File: config.mk
export PLATFORM = sky130hd
export DESIGN_NAME = lt_ctrl
export DESIGN_NICKNAME = d
export VERILOG_FILES = /design/src/rtl/lt_pkg.sv /design/src/rtl/lt_wait_timer.sv /design/src/rtl/lt_drive_merge.sv /design/src/rtl/lt_lane_eval.sv /design/src/rtl/lt_ctrl.sv
export SDC_FILE = /design/constraint.sdc
export NUM_CORES = 1
export LEC_CHECK = 0
export ABC_AREA = 1
export BUFFER_PORTS_ARGS = -buffer_cell sky130_fd_sc_hd__buf_2
export CORE_ASPECT_RATIO = 0.5
export CORE_MARGIN = 8
export CORE_UTILIZATION = 50
export CTS_CLUSTER_SIZE = 8
export DETAILED_ROUTE_END_ITERATION = 10
export GPL_TIMING_DRIVEN = 1
export PLACE_DENSITY_LB_ADDON = 0.15
export SETUP_SLACK_MARGIN = 0.15
export SLEW_MARGIN = 20
export SYNTH_ARGS = -nofsm -noshare
export SYNTH_HDL_FRONTEND = slang
export SYNTH_SLANG_ARGS = --single-unit
export TNS_END_PERCENT = 50
File: constraint.sdc
create_clock -name clk_i -period 6 [get_ports clk_i]
set_input_delay 0.9 -clock clk_i [delete_from_list [all_inputs] [get_ports clk_i]]
set_output_delay 0.9 -clock clk_i [all_outputs]
set_load 0.01 [all_outputs]
File: src/rtl/lt_pkg.sv
package lt_pkg;
  typedef enum logic [3:0] {
    ADR_NONE    = 4'd0,
    ADR_POWER   = 4'd1,
    ADR_SPREAD  = 4'd2,
    ADR_LANES   = 4'd3,
    ADR_RATE    = 4'd4,
    ADR_PATTERN = 4'd5,
    ADR_DRIVE   = 4'd6,
    ADR_STATUS  = 4'd7
  } sink_adr_e;

  localparam logic [7:0] PWR_ON      = 8'h01;
  localparam logic [7:0] SPREAD_HALF = 8'h10;

  typedef enum logic [4:0] {
    S_IDLE, S_PWR, S_SPRD, S_LNS, S_RATE, S_PAT_OFF,
    S_CR_PAT, S_CR_DRV0, S_CR_HOLD, S_CR_WAIT, S_CR_RD, S_CR_EVAL, S_CR_DRV,
    S_EQ_PAT, S_EQ_WAIT, S_EQ_RD, S_EQ_EVAL, S_EQ_DRV,
    S_FIN_WAIT, S_FIN_PAT, S_DONE
  } lt_state_e;
endpackage

File: src/rtl/lt_wait_timer.sv
module lt_wait_timer #(
  parameter int CYC_PER_US = 100,
  parameter int UW         = 9,
  parameter int TW         = 16
) (
  input  logic          clk_i,
  input  logic          rst_ni,
  input  logic          load_i,
  input  logic [UW-1:0] us_i,
  output logic          zero_o
);
  logic [TW-1:0] cnt_q;

  always_ff @(posedge clk_i or negedge rst_ni) begin
    if (!rst_ni)               cnt_q <= '0;
    else if (load_i)           cnt_q <= TW'(us_i) * TW'(CYC_PER_US);
    else if (cnt_q != '0)      cnt_q <= cnt_q - 1'b1;
  end

  assign zero_o = (cnt_q == '0);


  tick_down_chk: assert property (@(posedge clk_i) disable iff (!rst_ni)
    (cnt_q != '0 && !load_i) |=> (cnt_q == $past(cnt_q) - 1'b1));
endmodule

File: src/rtl/lt_drive_merge.sv
module lt_drive_merge #(
  parameter int LANES = 4,
  parameter int LCW   = 3
) (
  input  logic [4*LANES-1:0] adj_i,
  input  logic [LCW-1:0]     lanes_i,
  output logic [7:0]         drive_o
);
  logic [1:0] sw, pe;

  always_comb begin
    sw = 2'd0;
    pe = 2'd0;
    for (int i = 0; i < LANES; i++) begin
      if (LCW'(i) < lanes_i) begin
        if (adj_i[4*i +: 2] > sw)   sw = adj_i[4*i +: 2];
        if (adj_i[4*i+2 +: 2] > pe) pe = adj_i[4*i+2 +: 2];
      end
    end
    drive_o = {2'b00, pe == 2'd3, pe, sw == 2'd3, sw};
  end
endmodule

File: src/rtl/lt_lane_eval.sv
module lt_lane_eval #(
  parameter int LANES = 4,
  parameter int LCW   = 3
) (
  input  logic [3*LANES-1:0] stat_i,
  input  logic [LCW-1:0]     lanes_i,
  output logic               cr_all_o,
  output logic               eq_all_o
);
  logic [LANES-1:0] cr_ok, eq_ok;

  for (genvar g = 0; g < LANES; g++) begin : g_lane
    logic act;
    assign act      = LCW'(g) < lanes_i;
    assign cr_ok[g] = !act || stat_i[3*g];
    assign eq_ok[g] = !act || (stat_i[3*g+1] && stat_i[3*g+2]);
  end

  assign cr_all_o = &cr_ok;
  assign eq_all_o = &eq_ok;
endmodule

File: src/rtl/lt_ctrl.sv
module lt_ctrl
  import lt_pkg::*;
#(
  parameter int LANES      = 4,
  parameter int CYC_PER_US = 100,
  parameter int US_W       = 8,
  parameter int HOLD_US    = 400,
  parameter int CR_LIMIT   = 5,
  parameter int EQ_LIMIT   = 5,
  localparam int LCW    = $clog2(LANES + 1),
  localparam int MAX_US = (HOLD_US > (1 << US_W) - 1) ? HOLD_US : (1 << US_W) - 1,
  localparam int UW     = $clog2(MAX_US + 1),
  localparam int TW     = $clog2(MAX_US * CYC_PER_US + 1)
) (
  input  logic               clk_i,
  input  logic               rst_ni,
  input  logic               start_i,
  input  logic [LCW-1:0]     lane_cnt_i,
  input  logic               cap_spread_i,
  input  logic               cap_enh_i,
  input  logic               cap_tps3_i,
  input  logic [7:0]         rate_code_i,
  input  logic [US_W-1:0]    cr_wait_us_i,
  input  logic [US_W-1:0]    eq_wait_us_i,
  output logic               cmd_req_o,
  output logic               cmd_wr_o,
  output logic [3:0]         cmd_addr_o,
  output logic [7:0]         cmd_data_o,
  input  logic               cmd_ack_i,
  input  logic               cmd_ok_i,
  input  logic [3*LANES-1:0] lane_stat_i,
  input  logic [4*LANES-1:0] lane_adj_i,
  output logic [1:0]         src_pat_o,
  output logic [7:0]         src_drive_o,
  output logic               src_training_o,
  output logic               done_o,
  output logic               pass_o,
  output logic [1:0]         swing_o,
  output logic [1:0]         preemph_o
);
  lt_state_e state_q, state_d;
  logic [3*LANES-1:0] stat_q;
  logic [4*LANES-1:0] adj_q;
  logic [7:0] drive_q, drive_new;
  logic [1:0] pat_q, prev_sw_q;
  logic [2:0] tries_q;
  logic prev_vld_q, train_q, pass_q;
  logic cr_all, eq_all, tmr_zero, tmr_load, rep_hit, cr_stall;
  logic [UW-1:0] tmr_us;
  logic is_wr, is_rd;

  lt_wait_timer #(.CYC_PER_US(CYC_PER_US), .UW(UW), .TW(TW)) u_tmr (
    .clk_i, .rst_ni, .load_i(tmr_load), .us_i(tmr_us), .zero_o(tmr_zero));

  lt_drive_merge #(.LANES(LANES), .LCW(LCW)) u_merge (
    .adj_i(adj_q), .lanes_i(lane_cnt_i), .drive_o(drive_new));

  lt_lane_eval #(.LANES(LANES), .LCW(LCW)) u_eval (
    .stat_i(stat_q), .lanes_i(lane_cnt_i), .cr_all_o(cr_all), .eq_all_o(eq_all));

  assign rep_hit  = prev_vld_q && (prev_sw_q == drive_q[1:0]);
  assign cr_stall = rep_hit && (tries_q == 3'(CR_LIMIT - 1));

  always_comb begin
    state_d  = state_q;
    tmr_load = 1'b0;
    tmr_us   = '0;
    unique case (state_q)
      S_IDLE:    if (start_i) state_d = S_PWR;
      S_PWR:     if (cmd_ack_i) state_d = S_SPRD;
      S_SPRD:    if (cmd_ack_i) state_d = S_LNS;
      S_LNS:     if (cmd_ack_i) state_d = S_RATE;
      S_RATE:    if (cmd_ack_i) state_d = S_PAT_OFF;
      S_PAT_OFF: if (cmd_ack_i) state_d = S_CR_PAT;
      S_CR_PAT:  if (cmd_ack_i) state_d = S_CR_DRV0;
      S_CR_DRV0: if (cmd_ack_i) begin state_d = S_CR_HOLD; tmr_load = 1'b1; tmr_us = UW'(HOLD_US); end
      S_CR_HOLD: if (tmr_zero)  begin state_d = S_CR_WAIT; tmr_load = 1'b1; tmr_us = UW'(cr_wait_us_i); end
      S_CR_WAIT: if (tmr_zero)  state_d = S_CR_RD;
      S_CR_RD:   if (cmd_ack_i) begin
                   if (cmd_ok_i) state_d = S_CR_EVAL;
                   else begin state_d = S_FIN_WAIT; tmr_load = 1'b1; tmr_us = UW'(HOLD_US); end
                 end
      S_CR_EVAL: if (cr_all) state_d = S_EQ_PAT;
                 else if (drive_q[2] || cr_stall) begin
                   state_d = S_FIN_WAIT; tmr_load = 1'b1; tmr_us = UW'(HOLD_US);
                 end else state_d = S_CR_DRV;
      S_CR_DRV:  if (cmd_ack_i) begin state_d = S_CR_WAIT; tmr_load = 1'b1; tmr_us = UW'(cr_wait_us_i); end
      S_EQ_PAT:  if (cmd_ack_i) begin state_d = S_EQ_WAIT; tmr_load = 1'b1; tmr_us = UW'(eq_wait_us_i); end
      S_EQ_WAIT: if (tmr_zero)  state_d = S_EQ_RD;
      S_EQ_RD:   if (cmd_ack_i) begin
                   if (cmd_ok_i) state_d = S_EQ_EVAL;
                   else begin state_d = S_FIN_WAIT; tmr_load = 1'b1; tmr_us = UW'(HOLD_US); end
                 end
      S_EQ_EVAL: if (eq_all || tries_q > 3'(EQ_LIMIT)) begin
                   state_d = S_FIN_WAIT; tmr_load = 1'b1; tmr_us = UW'(HOLD_US);
                 end else state_d = S_EQ_DRV;
      S_EQ_DRV:  if (cmd_ack_i) begin state_d = S_EQ_WAIT; tmr_load = 1'b1; tmr_us = UW'(eq_wait_us_i); end
      S_FIN_WAIT: if (tmr_zero) state_d = S_FIN_PAT;
      S_FIN_PAT: if (cmd_ack_i) state_d = S_DONE;
      S_DONE:    state_d = S_IDLE;
      default:   state_d = S_IDLE;
    endcase
  end

  always_ff @(posedge clk_i or negedge rst_ni) begin
    if (!rst_ni) begin
      state_q <= S_IDLE;  stat_q <= '0;  adj_q <= '0;  drive_q <= '0;
      pat_q <= '0;  prev_sw_q <= '0;  prev_vld_q <= 1'b0;  tries_q <= '0;
      train_q <= 1'b0;  pass_q <= 1'b0;
    end else begin
      state_q <= state_d;
      unique case (state_q)
        S_IDLE: if (start_i) begin
          pass_q <= 1'b0;  tries_q <= '0;  prev_vld_q <= 1'b0;
        end
        S_RATE: if (cmd_ack_i) train_q <= 1'b1;
        S_PAT_OFF: if (cmd_ack_i) begin pat_q <= 2'd1; drive_q <= '0; end
        S_CR_RD, S_EQ_RD: if (cmd_ack_i) begin stat_q <= lane_stat_i; adj_q <= lane_adj_i; end
        S_CR_EVAL:
          if (cr_all) begin
            pat_q   <= cap_tps3_i ? 2'd3 : 2'd2;
            tries_q <= '0;
          end else if (!drive_q[2] && !cr_stall) begin
            tries_q    <= rep_hit ? tries_q + 3'd1 : 3'd0;
            prev_sw_q  <= drive_q[1:0];
            prev_vld_q <= 1'b1;
            drive_q    <= drive_new;
          end
        S_EQ_EVAL:
          if (eq_all) pass_q <= 1'b1;
          else if (tries_q <= 3'(EQ_LIMIT)) begin
            drive_q <= drive_new;
            tries_q <= tries_q + 3'd1;
          end
        S_FIN_PAT: if (cmd_ack_i) begin pat_q <= 2'd0; train_q <= 1'b0; end
        default: ;
      endcase
    end
  end

  always_comb begin
    is_wr = 1'b1;
    is_rd = 1'b0;
    cmd_addr_o = ADR_NONE;
    cmd_data_o = 8'h00;
    unique case (state_q)
      S_PWR:     begin cmd_addr_o = ADR_POWER;   cmd_data_o = PWR_ON; end
      S_SPRD:    begin cmd_addr_o = ADR_SPREAD;  cmd_data_o = cap_spread_i ? SPREAD_HALF : 8'h00; end
      S_LNS:     begin cmd_addr_o = ADR_LANES;   cmd_data_o = {cap_enh_i, 7'(lane_cnt_i)}; end
      S_RATE:    begin cmd_addr_o = ADR_RATE;    cmd_data_o = rate_code_i; end
      S_PAT_OFF, S_FIN_PAT: cmd_addr_o = ADR_PATTERN;
      S_CR_PAT, S_EQ_PAT:   begin cmd_addr_o = ADR_PATTERN; cmd_data_o = {6'd0, pat_q}; end
      S_CR_DRV0, S_CR_DRV, S_EQ_DRV: begin cmd_addr_o = ADR_DRIVE; cmd_data_o = drive_q; end
      S_CR_RD, S_EQ_RD: begin is_wr = 1'b0; is_rd = 1'b1; cmd_addr_o = ADR_STATUS; end
      default:   is_wr = 1'b0;
    endcase
  end

  assign cmd_req_o      = is_wr || is_rd;
  assign cmd_wr_o       = is_wr;
  assign src_pat_o      = pat_q;
  assign src_drive_o    = drive_q;
  assign src_training_o = train_q;
  assign done_o         = (state_q == S_DONE);
  assign pass_o         = pass_q;
  assign swing_o        = drive_q[1:0];
  assign preemph_o      = drive_q[4:3];


  req_hold_chk: assert property (@(posedge clk_i) disable iff (!rst_ni)
    (cmd_req_o && !cmd_ack_i) |=> (cmd_req_o && $stable(cmd_addr_o) && $stable(cmd_data_o)));

  finish_clean_chk: assert property (@(posedge clk_i) disable iff (!rst_ni)
    done_o |-> (src_pat_o == 2'd0 && !src_training_o));

  cr_pattern_chk: assert property (@(posedge clk_i) disable iff (!rst_ni)
    (state_q == S_CR_RD) |-> (src_pat_o == 2'd1 && src_training_o));

  eq_pattern_chk: assert property (@(posedge clk_i) disable iff (!rst_ni)
    (state_q == S_EQ_RD) |-> src_pat_o[1]);

  cr_tries_chk: assert property (@(posedge clk_i) disable iff (!rst_ni)
    (state_q == S_CR_EVAL) |-> (tries_q < 3'(CR_LIMIT)));

  max_swing_abort_chk: assert property (@(posedge clk_i) disable iff (!rst_ni)
    (state_q == S_CR_EVAL && !cr_all && drive_q[2]) |=> (state_q == S_FIN_WAIT));
endmodule

# After elaboration in Yosys (flattened, before gate mapping)

Index checks and enable logic that the tools add are counted.

Bits in latches: 0
RAM bits: 0
Register bits: 67
Memories: 0
Memory bits (read-only): 0
Logic and storage cells: 220

Eq/ne operators: 48
Add/subtract/negate cells: 2
Reductions and logical operators: 52
Shift operators: 0
Order comparisons: 14
Bitwise gates (word level): 1
Multiplexer cells: 91
Divide/modulo/power cells: 0
$mul: 1

Operator list:

| cell                                                                   | number |
|---|---|
| 5-bit 2-to-1 mux                                                       | 21 |
| 5-bit case mux with 19 select lines                                    | 1 |
| 8-bit 2-to-1 mux                                                       | 8 |
| 9-bit case mux with 7 select lines                                     | 1 |
| 9-bit 2-to-1 mux                                                       | 6 |
| 8-bit case mux with 6 select lines                                     | 1 |
| 2-bit inequality test (second input constant)                          | 22 |
| 2-bit 2-to-1 mux                                                       | 21 |
| 5-bit by 4-bit equality test with 1-bit output (second input constant) | 8 |
| 16-bit 2-to-1 mux                                                      | 2 |
| 5-bit equality test (second input constant)                            | 5 |
| 8-bit case mux with 3 select lines                                     | 1 |
| 3-bit case mux with 7 select lines                                     | 1 |
| 5-bit by 3-bit equality test with 1-bit output (second input constant) | 4 |
| 3-bit 2-to-1 mux                                                       | 6 |
| 17-bit AND reduction                                                   | 1 |
| 16-bit zero test                                                       | 1 |
| 1-bit 2-to-1 mux                                                       | 16 |
| 4-bit AND reduction                                                    | 4 |
| 16-bit nonzero test                                                    | 1 |
| 16-bit by 1-bit subtractor with 16-bit output (second input constant)  | 1 |
| 9-bit by 5-bit multiplier with 14-bit output (second input constant)   | 1 |
| 2-bit greater-than comparator                                          | 6 |
| 1-bit logical OR                                                       | 11 |
| 31 further kinds                                                       | 59 |

# Logic depth before layout (Yosys ltp)

Gate-level depths: netlist of the first run.

Word-level depth: 16
Mapped depth: 29
Depth with buffers taken out: 29

# Hierarchy

A second synthesis of the first run with hierarchy kept.

Cells, all modules: 828
Area total of the unflattened synthesis: 5845.6 µm²

Modules (own cells, without submodules):

| module         | area each (µm²) | cells an instance | instances |
|---|---|---|---|
| lt_ctrl        | 3105.5          | 432               | 1 |
| lt_wait_timer  | 1899.3          | 253               | 1 |
| lt_drive_merge | 733.2           | 116               | 1 |
| lt_lane_eval   | 107.6           | 27                | 1 |

# Least setup slack after synthesis of the first run

OpenSTA, ideal clock, no wires.

Kind: in2reg
From: input cmd_ack_i
To: register u_tmr.cnt_q[14]
Path slack: 1842 ps
Library setup time: 125 ps
Buffers on the path: 2
Stages: 17
Arrival: 4033 ps
Cell sequence: buf_2 inv_1 clkbuf_1 o21ai_0 a21boi_1 inv_1 ha_1 ha_1 fa_1 ha_1 nand2_1 o21ai_0 nand4_1 nand2_1 nor2_1 o21ai_0 o21ai_1

Word-level cells in the longest chain between the ends: 4

Ends and longest elaborated chain:

| element                                        | line                         | RTL |
|---|---|---|
| start: declaration                             | lt_ctrl.sv:29                | `input logic cmd_ack_i,` |
| 8-bit 2-to-1 mux, or another cell as far along | lt_ctrl.sv:88, lt_ctrl.sv:97 |  |
| 9-bit case mux with 7 select lines             | lt_ctrl.sv:68                | `unique case (state_q)` |
| 9-bit by 5-bit multiplier with 14-bit output   | lt_wait_timer.sv:16          | `else if (load_i) cnt_q <= TW'(us_i) * TW'(CYC_PER_US);` |
| 16-bit 2-to-1 mux                              | lt_wait_timer.sv:16          |  |
| end signal: assignment                         | lt_wait_timer.sv:16          |  |
| end signal: assignment                         | lt_wait_timer.sv:17          | `else if (cnt_q != '0) cnt_q <= cnt_q - 1'b1;` |
| end: declaration                               | lt_wait_timer.sv:12          | `logic [TW-1:0] cnt_q;` |

Parallel ways exist; a longest one is shown, timed or not.
A chain may end at the register's enable or synchronous reset.

# Final worst setup path of the first run

From: register state_q[4]
To: register u_tmr.cnt_q[14]

Word-level cells in the longest chain between the ends: 5

Ends and longest elaborated chain:

| element                                                                                      | line                | RTL |
|---|---|---|
| start: declaration                                                                           | lt_ctrl.sv:41       | `lt_state_e state_q, state_d;` |
| start signal: assignment                                                                     | lt_ctrl.sv:111      | `state_q <= state_d;` |
| 5-bit equality test / 5-bit by 4-bit equality test with 1-bit output (equally long branches) | lt_ctrl.sv:68       |  |
| 2-bit OR reduction (no line)                                                                 | n/a                 |  |
| 9-bit case mux with 7 select lines                                                           | lt_ctrl.sv:68       |  |
| 9-bit by 5-bit multiplier with 14-bit output                                                 | lt_wait_timer.sv:16 |  |
| 16-bit 2-to-1 mux                                                                            | lt_wait_timer.sv:16 |  |

Parallel ways exist; a longest one is shown, timed or not.

==> metrics.md, run 1 <==
| Metric | Value |
|---|---|
| Final Total Pwr | 2.46 mW |
| Mean Syn Cell Area | 6.97 sq um |
| GRT Total Usage | 20.4% |
| Async SR Flop Fraction | 100% |
| Worst hold path depth | 2 |
| Seq/Total Area, Yosys | 29.6% |
| R2r startpoint | state_q[4] |
| Xor-xnor portion of the synthesized cell area | 2.55% |
| Worst reg2reg endpoint | u_tmr.cnt_q[14] |
| Yosys reg bits | 65 |
| Fin crit share | 74.6% |
| Worst Reg2Reg Path Length in Cells | 18 |
| Post-route ant nets | 0 |
| Initial Util | 50.6% |
| Skew-Pair Late Insertion Delay | 340 ps |
| Simple-gate share of the synthesized area | 32.3% |
| Critical Path AT | 4690 ps |
| Post-Layout Cell Count | 1,025 |
| Combinational family with the most area after synthesis | simple AND/OR/NAND/NOR gates |
| Post-synthesis instance total | 788 |
| Initial DRC Count | 321 |
| Tmin final | 4480 ps |
| DP Wirelength | 11,900 um |
| Clock-pin slew on the worst setup and hold paths | 60 ps |
| Crit. End Element | flip-flop |
| CTS Hold Bufs | 0 |
| CTS Root Cell | clkbuf_16 |
| Vias in the first global route | 5,265 |
| Setup Buffers After CTS | 0 |
| Setup CP Type | flip-flop to flip-flop |
| Internal | 1.34 mW |
| TritonCTS clock tree | done |
| Pin count of the biggest net entering global routing | 66 |
| Complex-gate fraction of the synthesized area | 10.2% |
| Flop pwr share | 30.1% |
| Final TNS setup | 0 ps |
| Clock share of power | 20.6% |
| Final hold violations | 0 |
| Gr ovfl total | 0 |
| Drt wl/cell | 14.3 um |
| Worst Min Path Start | pass_o |
| Area growth, synth to finish | 15.0% |
| DRC Markers | 0 |
| Pwr dens | 390 nW/um^2 |
| Vias per inst | 5.15 |
| Die Area | 14,800 sq um |
| Routed WL | 14,700 um |
| Core footprint | 10,800 sq um |
| Most used flip-flop cell after synthesis | dfrtp_1 |
| # diodes | 0 |
| Post-synth cell types | 43 |
| Clock buffer depth | 2 |
| Mux contribution to synthesized area | 2.67% |
| Cts bufs inserted | 9 |
| Yosys warns | 0 |
| Clock Sinks | 65 |
| Initial antenna violation count | 1 |
| Die Wd | 164 um |
| Crit path required time | 6210 ps |
| Outcome | finished, final reports clean |
| Sw power | 1.12 mW |
| PostCTS Resize Cnt | 0 |
| Fmax | 0.223 GHz |
| CP max FO | 11 |
| Ratio of cells with drive above 1 in the final layout | 17.6% |
| Max VDD drop | 159 uV |
| Worst Max-Slew Pin Slew | 850 ps |
| Lkg Pwr | 3.74 nW |
| Max-cap viol count | 0 |
| Switching Share | 45.5% |
| Number of port buffers | 90 |
| RSZ-0062 raised after global routing | no |
| Comb pwr share | 49.3% |
| First-pass GRT wire length | 24,900 um |
| H-tree levels | 3 |
| Dpl cells | 1,009 |
| Slew Limit Fails | 0 |
| DR vias | 5,277 |
| Final setup viols | 0 |
| CP startpoint kind | flip-flop |
| Slew headroom | 43.1% |
| Io pins | 94 |
| Layout Nets | 992 |
| Worst hold path type | flip-flop to flip-flop |
| 1st-pass router iterations | 5 |
| Die height | 90.1 um |
| Setup slack, reg-to-reg | 1520 ps |
| Mapped Area | 5490 sq um |
| Clk_skew | 11.7 ps |
| Post-synth EDFFs | 0 |
| Rows | 27 |
| Worst hold endpoint | pass_o |
| GPL Wtd Cong | 0.954 |
| Post-Synth Adder-Cell Area | 12.9% |
[power by group through the flow]
stage / Combinational, mW / Clock [mW] / Sequential (mW)
2_1_floorplan: 0.918 / 0 / 0.706
3_3_place_gp: 1.19 / 0 / 0.744
3_5_place_dp: 1.21 / 0 / 0.748
4_1_cts: 1.22 / 0.520 / 0.741
5_1_grt: 1.40 / 0.535 / 0.764
6_report: 1.21 / 0.506 / 0.742
[layout make-up]
cell class | instances | area, sq um
sequential | 65 | 1630
multi-input combinational | 594 | 3340
timing repair buffer | 91 | 458
tap | 145 | 181
fill | 1062 | 4530
clock buffer | 9 | 225
inverter | 114 | 428
clock inverter | 7 | 57.6
[Yosys cell counts, types with 3 or more instances]
| cell | instances | area (sq um) |
|---|---|---|
| a21oi_1 | 32 | 160 |
| a31oi_1 | 4 | 25.0 |
| a21boi_1 | 3 | 22.5 |
| mux2_2 | 9 | 101 |
| mux2_1 | 4 | 45.0 |
| o21bai_1 | 5 | 37.5 |
| nor3_1 | 10 | 50.1 |
| o21ai_0 | 28 | 140 |
| nor2_1 | 102 | 383 |
| ha_1 | 50 | 626 |
| nor2_2 | 8 | 50.1 |
| nand3_1 | 55 | 275 |
| xor2_1 | 9 | 78.8 |
| buf_2 | 5 | 25.0 |
| o21ai_1 | 7 | 35.0 |
| inv_2 | 10 | 37.5 |
| nand2_1 | 201 | 754 |
| buf_4 | 8 | 60.1 |
| nand4_1 | 14 | 87.6 |
| nand3_2 | 5 | 50.1 |
| xnor2_1 | 7 | 61.3 |
| nand2_2 | 12 | 75.1 |
| dfrtp_1 | 65 | 1630 |
| fa_1 | 4 | 80.1 |
| o211ai_1 | 4 | 30.0 |
| inv_1 | 104 | 390 |
[worst max-delay path: stages (launching register included)]
cell	delay, ps
dfrtp_1	530
inv_2	230
nand3_2	160
nor2_1	340
nand4_1	250
o21ai_0	260
a21boi_1	150
inv_1	110
ha_1	240
ha_1	310
fa_1	470
ha_1	390
nand2_1	70
o21ai_0	300
nand4_1	160
nand2_1	100
nor2_1	40
o21ai_0	150
o21ai_1	80
[how the worst max path moves through the flow]
| stage | endpoint | slack (ps) | cells past startpoint | startpoint |
|---|---|---|---|---|
| floorplan | u_tmr.cnt_q[14] | 1840 | 17 | cmd_ack_i |
| global placement | u_tmr.cnt_q[14] | 1530 | 23 | lane_cnt_i[2] |
| detailed placement | u_tmr.cnt_q[14] | 1430 | 23 | lane_cnt_i[2] |
| CTS | u_tmr.cnt_q[14] | 1550 | 18 | state_q[4] |
| global route | u_tmr.cnt_q[14] | 1100 | 18 | state_q[4] |
| finish | u_tmr.cnt_q[14] | 1520 | 18 | state_q[4] |
[registers in the layout, summed over array words and instances (netlist names)]
name / count
adj_q: 16
pass_o: 1
prev_sw_q: 2
prev_vld_q: 1
src_drive_o: 6
src_pat_o: 2
src_training_o: 1
stat_q: 12
state_q: 5
tries_q: 3
u_tmr.cnt_q: 16
[cell usage in the layout, fill, tap and decap left out, types with 5 or more instances in the layout]
master     Yosys  layout
nor3_1        10      10
o21ai_0       28      28
nand3_2        5       5
clkbuf_16      0       9
nand2_2       12      12
a21oi_1       32      32
nor2_2         8       8
dfrtp_1       65      65
nand2_1      201     201
xnor2_1        7       7
xor2_1         9       9
nand3_1       55      55
buf_2          5      90
ha_1          50      50
nor2_1       102     102
o21ai_1        7       7
inv_1        104     104
o21bai_1       5       5
nand4_1       14      14
inv_2         10      10
mux2_2         9       9
[per-layer routing]
layer | part of all wire (%) | GRT usage [%] | up-vias
li1 | - | - | 2704
met1 | 44 | 24.6 | 2410
met2 | 50 | 35.8 | 136
met3 | 5.2 | 4.55 | 25
met5 | 0.055 | 0 | -
met4 | 1.6 | 5.94 | 2
[through the flow]
step | setup slack [ps] | utilization [%] | area [sq um] | hold slack (ps)
finish | 1520 | 58.2 | 6310 | 498
detailed placement | 1430 | 55.6 | 6030 | 490
CTS | 1550 | 58.2 | 6310 | 504
global route | 1100 | 58.2 | 6310 | 517
global placement | 1530 | 55.6 | 6030 | 475
floorplan | 1840 | - | 5500 | 459
[cells by family after synthesis]
kind of cell               count (synthesis)
AOI/OAI and AO/OA                         96
other                                      1
xor gates and xnor gates                  16
adders and majority gates                 54
muxes                                     13
and+or+nand+nor                          412
DFF                                       65
buffers and inverters                    131
No activity file was read; power rests on OpenSTA's default activity.
==> run 2, diff against run 1 <==
==> constraint.sdc (replaced) <==
create_clock -name clk_i -period 4.6 [get_ports clk_i]
set_input_delay 0.69 -clock clk_i [delete_from_list [all_inputs] [get_ports clk_i]]
set_output_delay 0.69 -clock clk_i [all_outputs]
set_load 0.01 [all_outputs]
==> run 2 against run 1 <==
Against the previous run: sequential share of layout area shrank 0.19 points; via count up 3.0%; sequential power rose by 29%; largest power group unchanged.
==> metrics.md, run 2 (synthesized netlist as in run 1, its figures left out) <==
| Metric | Value |
|---|---|
| Outcome | finished, final reports clean |
| Post-route ant nets | 0 (unchanged) |
| DP Wirelength | 12,100 um (+2.2%) |
| Ratio of cells with drive above 1 in the final layout | 18.2% (+0.56 points) |
| Lkg Pwr | 3.77 nW (+0.88%) |
| DRC Markers | 0 (unchanged) |
| Number of port buffers | 90 (unchanged) |
| Final TNS setup | 0 ps (unchanged) |
| DR vias | 5,437 (+3.0%) |
| Initial Util | 50.6% (unchanged) |
| Worst Max-Slew Pin Slew | 838 ps (-12.7 ps) |
| Post-DP Area | 6080 sq um (+0.75%) |
| Area growth, synth to finish | 15.8% |
| Final WS setup | 509 ps (-1010 ps) |
| TritonCTS clock tree | done |
| Finished Core Util | 58.6% (+0.43 points) |
| Dpl cells | 1,015 (+0.59%) |
| Post-Layout Cell Count | 1,031 (+0.59%) |
| Most frequent cells in the layout | nand2_1 (201), inv_1 (104), nor2_1 (102) |
| GRT Total Usage | 20.7% (+0.29 points) |
| Die Area | 14,800 sq um (unchanged) |
| Max VDD drop | 251 uV (+57%) |
| Crit. End Element | flip-flop |
| Worst reg2reg endpoint | u_tmr.cnt_q[15] |
| Clk_skew | 14.0 ps (+2.29 ps) |
| Worst Reg2Reg Path Length in Cells | 22 (+4) |
| Cts bufs inserted | 9 (unchanged) |
| Pwr dens | 508 nW/um^2 (+30%) |
| Drt wl/cell | 14.3 um (-0.15%) |
| Critical Path AT | 4320 ps (-370 ps) |
| CTS Root Cell | clkbuf_16 |
| Clock-pin slew on the worst setup and hold paths | 70 ps (about the same) |
| First-pass GRT wire length | 25,300 um (+1.6%) |
| H-tree levels | 3 (unchanged) |
| Largest regs | adj_q x16, u_tmr.cnt_q x16, stat_q x12 |
| Fin crit share | 88.9% (+14 points) |
| CP max FO | 8 (-3) |
| CP startpoint kind | flip-flop |
| Clock Sinks | 65 (unchanged) |
| Setup slack, reg-to-reg | 510 ps (-1010 ps) |
| Fin area | 6360 sq um (+0.73%) |
| 1st-pass router iterations | 5 (unchanged) |
| Setup Buffers After CTS | 0 (unchanged) |
| Max-cap viol count | 0 (unchanged) |
| Hold slack | 402 ps (-96.1 ps) |
| Die height | 90.1 um (unchanged) |
| Dpl ws | 176 ps (-1250 ps) |
| Slew Limit Fails | 0 (unchanged) |
| Worst hold path type | input pin to async pin |
| Final hold violations | 0 (unchanged) |
| Initial antenna violation count | 0 (-1) |
| Rows | 27 (unchanged) |
| Tmin final | 4090 ps (-386 ps) |
| Initial DRC Count | 256 (-20%) |
| Clock buffer depth | 2 (unchanged) |
| Pin count of the biggest net entering global routing | 44 (-33%) |
| Io pins | 94 (unchanged) |
| Core footprint | 10,800 sq um (unchanged) |
| Routed WL | 14,700 um (+0.44%) |
| Fmax | 0.244 GHz (+9.4%) |
| Crit path required time | 4830 ps (-1380 ps) |
| R2r startpoint | state_q[1] |
| Gr ovfl total | 0 (unchanged) |
| RSZ-0062 raised after global routing | yes |
| Vias in the first global route | 5,492 (+4.3%) |
| Final Total Pwr | 3.23 mW (+31%) |
| Commonest non-fill, non-tap cell in the layout | nand2_1 |
| Layout Nets | 998 (+0.60%) |
| Die Wd | 164 um (unchanged) |
| GPL Wtd Cong | 0.976 (+2.3%) |
| Vias per inst | 5.27 (+2.4%) |
| Slew headroom | 44.0% (+0.85 points) |
| # diodes | 0 (unchanged) |
| Setup CP Type | flip-flop to flip-flop |
| Skew-Pair Late Insertion Delay | 350 ps (about the same) |
| Final setup viols | 0 (unchanged) |
==> run 2: routing by layer <==
| layer | vias to the layer above | share of wire, % | GRT usage, % |
|---|---|---|---|
| li1 | 2722 | - | - |
| met1 | 2547 | 43 | 24.0 |
| met2 | 136 | 49 | 36.5 |
| met3 | 32 | 5.4 | 4.55 |
| met4 | 0 | 2.5 | 8.12 |
| met5 | - | 0 | 0 |
==> run 2: area by class of cell <==
cell class              count  area (sq um)
repair buffers             97           503
multi-input cells         594          3340
fillers                  1099          4480
inverters                 114           428
well taps                 145           181
flip-flops and latches     65          1630
clock inverters             7          58.8
clock buffers               9           225
==> run 2: repair_timing <==
| action | 4_1_cts | 5_1_grt |
|---|---|---|
| endpoints found under the setup margin | 0 | 4 |
| hold buffers | 0 | 0 |
| gates resized for setup | 0 | 2 |
==> run 2: worst max-delay path by stage <==
stage	startpoint	to	slack (ps)
finish	state_q[1]	u_tmr.cnt_q[15]	510
detailed placement	lane_cnt_i[0]	u_tmr.cnt_q[14]	180
CTS	u_tmr.cnt_q[0]	u_tmr.cnt_q[14]	420
global placement	lane_cnt_i[2]	u_tmr.cnt_q[15]	250
global route	state_q[1]	u_tmr.cnt_q[15]	140
floorplan	cmd_ack_i	u_tmr.cnt_q[14]	650
==> run 2: worst max-delay path, cell delays in order (launching register included) <==
cell     delay [ps]
dfrtp_1         490
nand2_1         240
inv_2            80
nand2_1         150
nand2_2         120
a21oi_1         200
nand3_1         230
nor2_1          340
inv_1           110
ha_1            310
ha_1            300
ha_1            300
ha_1            390
nand2_1         100
nand2_1          60
nand2_1          60
a21oi_1          60
nor2_1          100
nand2_1          80
nor2_1          100
nor2_1           50
nand2_1          70
nand2_1          40
==> run 2: report_power, final <==
| part | internal, mW | switching, mW |
|---|---|---|
| clock network | 0.374 | 0.295 |
| registers | 0.784 | 0.175 |
| logic | 0.598 | 1.01 |
| total | 1.76 | 1.48 |
